$ cat src/rtl/lsu_pkg.sv
package lsu_pkg;

  typedef enum logic [1:0] {
    SZ_BYTE = 2'b00,
    SZ_HALF = 2'b01,
    SZ_WORD = 2'b10
  } acc_size_e;

  // Number of bytes moved by an access of the given size code (code 11 acts as word).
  function automatic logic [2:0] size_bytes(input logic [1:0] sz);
    case (sz)
      SZ_BYTE: size_bytes = 3'd1;
      SZ_HALF: size_bytes = 3'd2;
      default: size_bytes = 3'd4;
    endcase
  endfunction

endpackage

$ cat src/rtl/lsu_addr_gen.sv
module lsu_addr_gen
  import lsu_pkg::*;
#(
  parameter int ADDR_W = 32,
  parameter int OFF_W  = 16,
  parameter int NB     = 4,
  localparam int LANE_W = $clog2(NB)
) (
  input  logic [ADDR_W-1:0] base_val,
  input  logic [OFF_W-1:0]  offset,
  input  logic [1:0]        size,
  input  logic              big_endian,
  output logic [ADDR_W-1:0] eff_addr,
  output logic              misaligned,
  output logic [LANE_W-1:0] lane_lo
);

  logic [ADDR_W-1:0] off_ext;
  logic [LANE_W-1:0] byte_off;
  logic [LANE_W:0]   nbytes;
  logic [LANE_W:0]   be_base;

  always_comb begin
    off_ext  = {{(ADDR_W-OFF_W){offset[OFF_W-1]}}, offset};
    eff_addr = base_val + off_ext;
    byte_off = eff_addr[LANE_W-1:0];
    nbytes   = (LANE_W+1)'(size_bytes(size));
    // Natural alignment: low address bits under the access size must be zero.
    misaligned = |(byte_off & LANE_W'(nbytes - 1'b1));
    // Lowest lane touched: little-endian maps offset k to lane k; big-endian mirrors.
    be_base = (LANE_W+1)'(NB) - nbytes - {1'b0, byte_off};
    lane_lo = big_endian ? be_base[LANE_W-1:0] : byte_off;
  end

endmodule

$ cat src/rtl/lsu_store_lanes.sv
module lsu_store_lanes
  import lsu_pkg::*;
#(
  parameter int DATA_W = 32,
  localparam int NB     = DATA_W / 8,
  localparam int LANE_W = $clog2(NB)
) (
  input  logic [1:0]        size,
  input  logic [LANE_W-1:0] lane_lo,
  input  logic [DATA_W-1:0] src,
  output logic [NB-1:0]     be,
  output logic [DATA_W-1:0] wdata
);

  logic [LANE_W:0] nbytes;
  assign nbytes = (LANE_W+1)'(size_bytes(size));

  for (genvar i = 0; i < NB; i++) begin : g_lane
    logic [LANE_W-1:0] rel;
    // Lane i holds source byte (i - lane_lo); lanes outside the access carry a
    // rotated copy that the enables leave unwritten.
    assign rel                = LANE_W'(i) - lane_lo;
    assign be[i]              = ({1'b0, rel} < nbytes) && (LANE_W'(i) >= lane_lo);
    assign wdata[8*i +: 8]    = src[8*rel +: 8];
  end

endmodule

$ cat src/rtl/lsu_load_extract.sv
module lsu_load_extract
  import lsu_pkg::*;
#(
  parameter int DATA_W = 32,
  localparam int NB     = DATA_W / 8,
  localparam int LANE_W = $clog2(NB)
) (
  input  logic [1:0]        size,
  input  logic              zero_ext,
  input  logic [LANE_W-1:0] lane_lo,
  input  logic [DATA_W-1:0] rdata,
  output logic [DATA_W-1:0] result
);

  logic [DATA_W-1:0] shifted;
  logic [LANE_W:0]   nbytes;
  logic              top_bit;
  logic              fill;

  always_comb begin
    shifted = rdata >> {lane_lo, 3'b000};
    nbytes  = (LANE_W+1)'(size_bytes(size));
    top_bit = shifted[8*32'(nbytes) - 1];
    fill    = ~zero_ext & top_bit;
  end

  for (genvar k = 0; k < NB; k++) begin : g_out
    assign result[8*k +: 8] = ((LANE_W+1)'(k) < nbytes) ? shifted[8*k +: 8] : {8{fill}};
  end

endmodule

$ cat src/rtl/lsu_lane_align.sv
module lsu_lane_align
  import lsu_pkg::*;
#(
  parameter int ADDR_W = 32,
  parameter int OFF_W  = 16,
  parameter int DATA_W = 32,
  localparam int NB     = DATA_W / 8,
  localparam int LANE_W = $clog2(NB),
  localparam int WA_W   = ADDR_W - LANE_W
) (
  input  logic              clk,
  input  logic              rst,
  input  logic              big_endian,
  input  logic              req_valid,
  input  logic              req_store,
  input  logic [1:0]        req_size,
  input  logic              req_unsigned,
  input  logic [ADDR_W-1:0] base_val,
  input  logic [OFF_W-1:0]  offset,
  input  logic [DATA_W-1:0] store_data,
  output logic              mem_req,
  output logic              mem_we,
  output logic [WA_W-1:0]   mem_addr,
  output logic [NB-1:0]     mem_be,
  output logic [DATA_W-1:0] mem_wdata,
  input  logic [DATA_W-1:0] mem_rdata,
  output logic              misalign,
  output logic              ld_valid,
  output logic [DATA_W-1:0] ld_data
);

  logic [ADDR_W-1:0] eff_addr;
  logic              bad_align;
  logic [LANE_W-1:0] lane_lo;
  logic [NB-1:0]     st_be;
  logic [DATA_W-1:0] st_wdata;
  logic [DATA_W-1:0] ld_aligned;

  lsu_addr_gen #(.ADDR_W(ADDR_W), .OFF_W(OFF_W), .NB(NB)) u_addr (
    .base_val  (base_val),
    .offset    (offset),
    .size      (req_size),
    .big_endian(big_endian),
    .eff_addr  (eff_addr),
    .misaligned(bad_align),
    .lane_lo   (lane_lo)
  );

  lsu_store_lanes #(.DATA_W(DATA_W)) u_store (
    .size   (req_size),
    .lane_lo(lane_lo),
    .src    (store_data),
    .be     (st_be),
    .wdata  (st_wdata)
  );

  // Issue stage: registered memory port plus the load context that travels along.
  logic              s1_load;
  logic [1:0]        s1_size;
  logic              s1_zext;
  logic [LANE_W-1:0] s1_lane;
  logic              go;
  assign go = req_valid & ~bad_align;

  always_ff @(posedge clk) begin
    if (rst) begin
      mem_req   <= 1'b0;
      mem_we    <= 1'b0;
      mem_addr  <= '0;
      mem_be    <= '0;
      mem_wdata <= '0;
      misalign  <= 1'b0;
      s1_load   <= 1'b0;
      s1_size   <= SZ_BYTE;
      s1_zext   <= 1'b0;
      s1_lane   <= '0;
    end else begin
      mem_req   <= go;
      mem_we    <= go & req_store;
      mem_addr  <= eff_addr[ADDR_W-1:LANE_W];
      mem_be    <= (go & req_store) ? st_be : '0;
      mem_wdata <= st_wdata;
      misalign  <= req_valid & bad_align;
      s1_load   <= go & ~req_store;
      s1_size   <= req_size;
      s1_zext   <= req_unsigned;
      s1_lane   <= lane_lo;
    end
  end

  // Return stage: context lines up with the word the memory drives this cycle.
  logic              s2_load;
  logic [1:0]        s2_size;
  logic              s2_zext;
  logic [LANE_W-1:0] s2_lane;

  always_ff @(posedge clk) begin
    if (rst) begin
      s2_load <= 1'b0;
      s2_size <= SZ_BYTE;
      s2_zext <= 1'b0;
      s2_lane <= '0;
    end else begin
      s2_load <= s1_load;
      s2_size <= s1_size;
      s2_zext <= s1_zext;
      s2_lane <= s1_lane;
    end
  end

  lsu_load_extract #(.DATA_W(DATA_W)) u_load (
    .size    (s2_size),
    .zero_ext(s2_zext),
    .lane_lo (s2_lane),
    .rdata   (mem_rdata),
    .result  (ld_aligned)
  );

  logic ld_zbyte_q;

  always_ff @(posedge clk) begin
    if (rst) begin
      ld_valid   <= 1'b0;
      ld_data    <= '0;
      ld_zbyte_q <= 1'b0;
    end else begin
      ld_valid   <= s2_load;
      ld_data    <= s2_load ? ld_aligned : '0;
      ld_zbyte_q <= s2_load & s2_zext & (s2_size == SZ_BYTE);
    end
  end


  misalign_quiet_chk: assert property (@(posedge clk) disable iff (rst)
    misalign |-> (!mem_req && !mem_we && mem_be == '0));


  store_be_shape_chk: assert property (@(posedge clk) disable iff (rst)
    mem_we |-> ($countones(mem_be) == 1 || $countones(mem_be) == 2 || mem_be == '1));


  ld_latency_chk: assert property (@(posedge clk) disable iff (rst)
    ld_valid |-> $past(mem_req && !mem_we, 2));


  zext_byte_chk: assert property (@(posedge clk) disable iff (rst)
    (ld_valid && ld_zbyte_q) |-> (ld_data[DATA_W-1:8] == '0));


  reset_quiet_chk: assert property (@(posedge clk)
    $past(rst) |-> (!mem_req && !mem_we && !misalign && !ld_valid && mem_be == '0));

endmodule

$ cat config.mk
export PLATFORM = sky130hd
export DESIGN_NAME = lsu_lane_align
export DESIGN_NICKNAME = d
export VERILOG_FILES = /design/src/rtl/lsu_pkg.sv /design/src/rtl/lsu_addr_gen.sv /design/src/rtl/lsu_store_lanes.sv /design/src/rtl/lsu_load_extract.sv /design/src/rtl/lsu_lane_align.sv
export SDC_FILE = /design/constraint.sdc
export NUM_CORES = 1
export LEC_CHECK = 0
export ABC_AREA = 1
export ABC_CLOCK_PERIOD_IN_PS = 7800
export BUFFER_PORTS_ARGS = -buffer_cell sky130_fd_sc_hd__buf_2
export CORE_MARGIN = 2
export CORE_UTILIZATION = 48
export CTS_CLUSTER_DIAMETER = 30
export DETAILED_ROUTE_END_ITERATION = 8
export GPL_TIMING_DRIVEN = 0
export HOLD_SLACK_MARGIN = 0.03
export MAX_ROUTING_LAYER = met4
export PLACE_DENSITY = 0.76
export SLEW_MARGIN = 10
export SYNTH_ARGS = -nofsm -noshare
export SYNTH_HDL_FRONTEND = slang
export SYNTH_SLANG_ARGS = --single-unit
$ cat constraint.sdc
create_clock -name clk -period 7.8 [get_ports clk]
set_input_delay 0.78 -clock clk [delete_from_list [all_inputs] [get_ports clk]]
set_output_delay 0.78 -clock clk [all_outputs]
set_load 0.02 [all_outputs]
; Word-level counts from Yosys, hierarchy flattened
; Index checks and enable logic that the tools add are counted.
[totals]
ff_bits = 114
in_bits = 120
[op_classes]
addsub = 9
n_lt_le_gt_ge = 13
n_eq_ne = 2
shift = 5
mux = 9
bitwise = 11
n_reduce_logical = 9
[ops]
columns = op, count
row1 = 32-bit by 6-bit indexed part select with 8-bit output, 4
row2 = 32-bit adder, 1
row3 = "32-bit by 6-bit < comparator with 1-bit output, second input constant", 1
row4 = 8-bit two-way mux, 4
row5 = 32-bit by 5-bit >> shifter with 32-bit output, 1
row6 = 2-bit by 3-bit < comparator with 1-bit output, 4
row7 = 3-bit case mux with 2 select lines, 2
row8 = "6-bit by 1-bit subtractor with 7-bit output, second input constant", 1
row9 = "1-bit by 3-bit < comparator with 1-bit output, first input constant", 2
row10 = "2-bit by 3-bit < comparator with 1-bit output, first input constant", 2
row11 = 2-bit OR reduction, 3
row12 = "1-bit by 2-bit subtractor with 2-bit output, first input constant", 3
row13 = 1-bit AND, 5
row14 = 1-bit binary-select mux with 5-bit select, 1
row15 = 1-bit inverter, 5
row16 = "2-bit by 1-bit equality test with 1-bit output, second input constant", 2
row17 = "1-bit by 2-bit >= comparator with 1-bit output, first input constant", 2
row18 = "2-bit >= comparator, first input constant", 2
row19 = 1-bit logical AND, 4
row20 = 2-bit zero test, 2
row21 = "2-bit subtractor, first input constant", 2
row22 = 2-bit AND, 1
row23 = 2-bit two-way mux, 1
row24 = "2-bit by 1-bit subtractor with 2-bit output, second input constant", 1
row25 = 2 further kinds, 2

; Depth between registers and ports, before layout
[logic_depth]
word_depth = 10
depth_mapped = 14
depth_no_buf = 13

; Modules after synthesis
; From an unflattened synthesis, not the netlist that was laid out.
[hier_totals]
hier_cells = 1235
area_unflattened_um2 = 7383.3
[modules_own_cells]
columns = module, instances, cells_each, area_each_um2
row1 = lsu_lane_align, 1, 355, 3279.4
row2 = lsu_addr_gen, 1, 518, 2457.4
row3 = lsu_store_lanes, 1, 186, 843.3
row4 = lsu_load_extract, 1, 176, 803.3

; Worst setup path after synthesis
; OpenSTA, ideal clock, no wires.
[synth_path]
path_type = input-to-reg
from = input port offset[0]
to = register mem_be[2]
t_arrival_ps = 3023
required_time_ps = 7684
slack_ps = 4661
cell_stages = 12
path_cell_list = ha_1 fa_1 inv_1 nand4_1 nand2_2 buf_2 ha_1 clkinv_1 ha_1 a21oi_1 o21ai_0 nor2_1
[synth_via]
elab_cells_between_ends = 14
cone_classes = 3 x add/sub / 2 x order compare / 1 x mux / 5 x bitwise / 3 x reduce/logical
[synth_rtl]
columns = element, line_no
row1 = start: declaration, lsu_lane_align.sv:19  ; input logic [OFF_W-1:0] offset,
row2 = 32-bit adder *, lsu_addr_gen.sv:25  ; eff_addr = base_val + off_ext;
row3 = 2-bit subtractor, lsu_addr_gen.sv:31  ; be_base = (LANE_W+1)'(NB) - nbytes - {1'b0, byte_off};
row4 = 2-bit two-way mux *, lsu_addr_gen.sv:32  ; lane_lo = big_endian ? be_base[LANE_W-1:0] : byte_off;
row5 = via lane_lo[1], lsu_lane_align.sv:34  ; logic [LANE_W-1:0] lane_lo;
row6 = 2-bit subtractor, lsu_store_lanes.sv:22  ; assign rel = LANE_W'(i) - lane_lo;
row7 = 2-bit by 3-bit < comparator with 1-bit output, lsu_store_lanes.sv:23  ; assign be[i] = ({1'b0, rel} < nbytes) && (LANE_W'(i) >= lane_lo);
row8 = 1-bit logical AND *, lsu_store_lanes.sv:23
row9 = end signal: assignment, lsu_lane_align.sv:81  ; mem_be <= (go & req_store) ? st_be : '0;
row10 = end: declaration, lsu_lane_align.sv:24  ; output logic [NB-1:0] mem_be,
; Mark *: on every way through the listed nets, which the timed path passes. The rest lies on a longest branch.
; A chain may end at the register's enable or synchronous reset.

; Worst setup path after layout
; Ends and elaborated chain as after synthesis.

==> impl_metrics.py <==
metrics = {
    "timing": {
        "fin_crit_ns": 3.387,
        "rsz0062_at_grt": "no",
        "setup_viol": 0,
        "tns_ns": 0,
        "worst-slew-pin-transition_ns": 0.7416,
        "hold_ws_ns": 0.4003,
        "layout_setup_ws_ns": 4.413,
        "hold_viol_final": 0,
        "finClkSkew_ns": 0.005935,
        "max_freq_mhz": 295.2,
        "fin_crit_sh_pct": 43.43,
        "relSlewSlack_pct": 50.56,
        "final-max-slew-violation-count": 0,
    },
    "cells_and_area": {
        "post-route-util_pct": 63.43,
        "fin_cells": 1517,
        "drive_gt1_share_pct": 21.47,
        "fin_area_um2": 8805,
        "seqCellArea_um2": 2282,
        "nNetsFinal": 1488,
        "antennaDiodeCount": 0,
        "syn_to_final_growth_pct": 28.69,
        "num-fill-cells": 1331,
        "multiInputGateArea_um2": 3816,
    },
    "synthesis": {
        "yosys-top-cells-area": "dfxtp_1 (33%), nand2_1 (18%), nor2_1 (8.4%), inv_1 (8.3%), ha_1 (7.9%)",
        "async_flop_share_pct": 0,
        "ys_seq_area_share_pct": 33.36,
        "syn_nets": 1248,
        "yosys_warnings": 0,
        "synth.most_common_cell": "nand2_1",
        "synth_edf_count": 0,
        "syn_avg_cell_area_um2": 6.311,
        "synth_cell_types": 37,
        "ys_ff_latch": 114,
        "synth_common_cells": "nand2_1 (321), nor2_1 (153), inv_1 (151), dfxtp_1 (114), o21ai_0 (77)",
        "syn_area_um2": 6842,
        "yosysTopAreaCell": "dfxtp_1",
        "syn_inst": 1084,
        "yosys_most_used_dff": "dfxtp_1",
        "synth_top_area_share_pct": 33.36,
    },
    "setup_path": {
        "cp-startpoint": "offset[0]",
        "required_ns": 8.11,
        "slowest_delay_ns": 0.50,
        "startpoint_type": "input pin",
        "worstPathCellList": "buf_2 -> ha_1 -> fa_1 -> inv_1 -> nand4_1 -> nand2_2 -> buf_2 -> ha_1 -> clkinv_1 -> ha_1 -> a21oi_1 -> o21ai_0 -> nor2_1",
        "worstReg2RegStart": "s2_size[0]",
        "end_kind": "register",
        "critPathKind": "input pin to register",
        "cpMostUsedCell": "ha_1",
        "cp_max_fo": 12,
        "critPathSlowestCell": "fa_1",
        "crit_arrival_ns": 3.70,
    },
    "detailed_routing": {
        "vias": 7601,
        "totalWireLength_um": 20310,
        "drt_iter0_drc": 600,
        "wl_per_cell_um": 13.39,
        "firstDrtPassIters": 5,
        "drcViolationCount": 0,
        "final_antenna_net_count": 0,
        "via_per_inst": 5.011,
    },
    "hold_path": {
        "hold_path.class": "register to register",
        "min_from": "s1_size[0]",
    },
    "die": {
        "die_w_um": 123.4,
        "dieArea_um2": 15220,
        "rows": 43,
        "die_y_um": 123.4,
        "core_area_um2": 13880,
        "ios": 222,
        "start_util_pct": 49.29,
    },
    "power_and_ir_drop": {
        "p_per_area_nw_per_um2": 231.9,
        "comb_power_share_pct": 27.2,
        "clockPowerShare_pct": 40.7,
        "finalPower_mw": 2.042,
        "swShare_pct": 33.37,
        "power_leakage_nw": 4.969,
        "vdd_drop_max_uv": 159.0,
        "pwr-share-seq_pct": 32.1,
        "p_sw_mw": 0.6813,
        "intPower_mw": 1.361,
    },
    "clock_tree": {
        "cts_tree": "built",
        "clkTransAtPathRegs_ns": 0.06,
        "insertion_delay_ns": 0.42,
        "root_buffer": "clkbuf_16",
        "ctsHoldBuffers": 0,
        "cts_buffers": 17,
        "cts.sinks": 114,
        "postCtsResizedCells": 0,
        "cts.htree.levels": 4,
        "cts_max_path_buffers": 2,
        "post_cts.repair.setup_buffers": 0,
    },
    "global_routing": {
        "antenna_found_initial": 0,
        "first_global_vias": 6795,
        "grt_start_max_net_pins": 18,
        "grt_pass1_wl_um": 31910,
        "grt.overflow.total": 0,
        "gr-usage-all-layers_pct": 27.58,
    },
    "place": {
        "place_area_um2": 8173,
        "place.port_buffers": 221,
        "dp_slack_ns": 3.982,
        "dp.cells": 1485,
        "place_congestion": 0.9275,
        "dp_hpwl_um": 15740,
    },
    "run_status": {
        "run_status": "complete, no violations",
    },
    "run": {
        "cap_violations": 0,
    },
}
==> layout by cell type, fill, tap and decap left out, types with 4 or more instances in the layout <==
cell type	n
a31oi_1	7
o21ai_0	77
nand4_1	5
o21ai_1	20
nor2_1	153
nor3_1	6
ha_1	43
o211ai_1	5
o21bai_1	4
nand2_1	321
nand3_1	45
a21oi_1	72
dfxtp_1	114
inv_2	7
clkbuf_8	4
buf_2	233
clkbuf_1	13
clkbuf_16	17
inv_1	151
==> final cells by class <==
class                   count  area share (%)
multi-input cells         782           43.34
flip-flops and latches    114           25.92
repair buffers            221           12.56
inverters                 161           6.949
clock buffers              22           5.500
well taps                 180           2.558
clock inverters            10           1.677
plain buffers              27           1.492
==> layer usage <==
metal / GRT usage (%) / share of wire, % / vias to the layer above
li1: - / - / 3899
met2: 42.51 / 45 / 340
met3: 4.797 / 7.9 / 35
met4: 10.16 / 1.8 / 0
met5: - / 0 / -
met1: 36.26 / 45 / 3327
==> sequential cells by signal, indices dropped and copies added, names as in the netlist, 2 cells and up <==
name / count
s2_size: 2
ld_data: 32
mem_addr: 30
s1_size: 2
mem_be: 4
s1_lane: 2
mem_wdata: 32
s2_lane: 2
==> power groups by stage <==
stage               logic (mW)  registers (mW)  clock network, mW
floorplan                0.301           0.734                  0
finish                   0.555           0.656              0.831
global placement         0.545           0.667                  0
detailed placement       0.547           0.666                  0
global route             0.620           0.660              0.867
CTS                      0.551           0.655              0.837
==> worst paths after layout <==
kind | endpoint | slack, ns | depth (start not counted)
hold / removal | s2_size[0] | 0.40 | 2
setup reg to reg | ld_data[11] | 5.81 | 7
hold reg to reg | s2_size[0] | 0.40 | 2
setup / recovery | mem_be[2] | 4.41 | 13
==> worst max-delay path: cells and delay by family <==
| kind | cells | cell delay (ns) |
|---|---|---|
| AND/OR/NAND/NOR | 3 | 0.31 |
| buffers and inverters | 4 | 0.78 |
| adder cells (fa/ha/maj) | 4 | 1.62 |
| AO/OA/AOI/OAI | 2 | 0.21 |
==> cells by family (layout without fill, tap and decap cells) <==
family                     after synthesis  count (layout)  synth area share, %
xor gates and xnor gates                 2               2               0.2561
and+or+nand+nor                        545             545                32.41
adders and majority gates               44              44                8.157
DFF                                    114             114                33.36
buffers and inverters                  188             441                10.86
AOI/OAI and AO/OA                      191             191                14.96
Note: power is estimated with default switching activity, not from simulation.
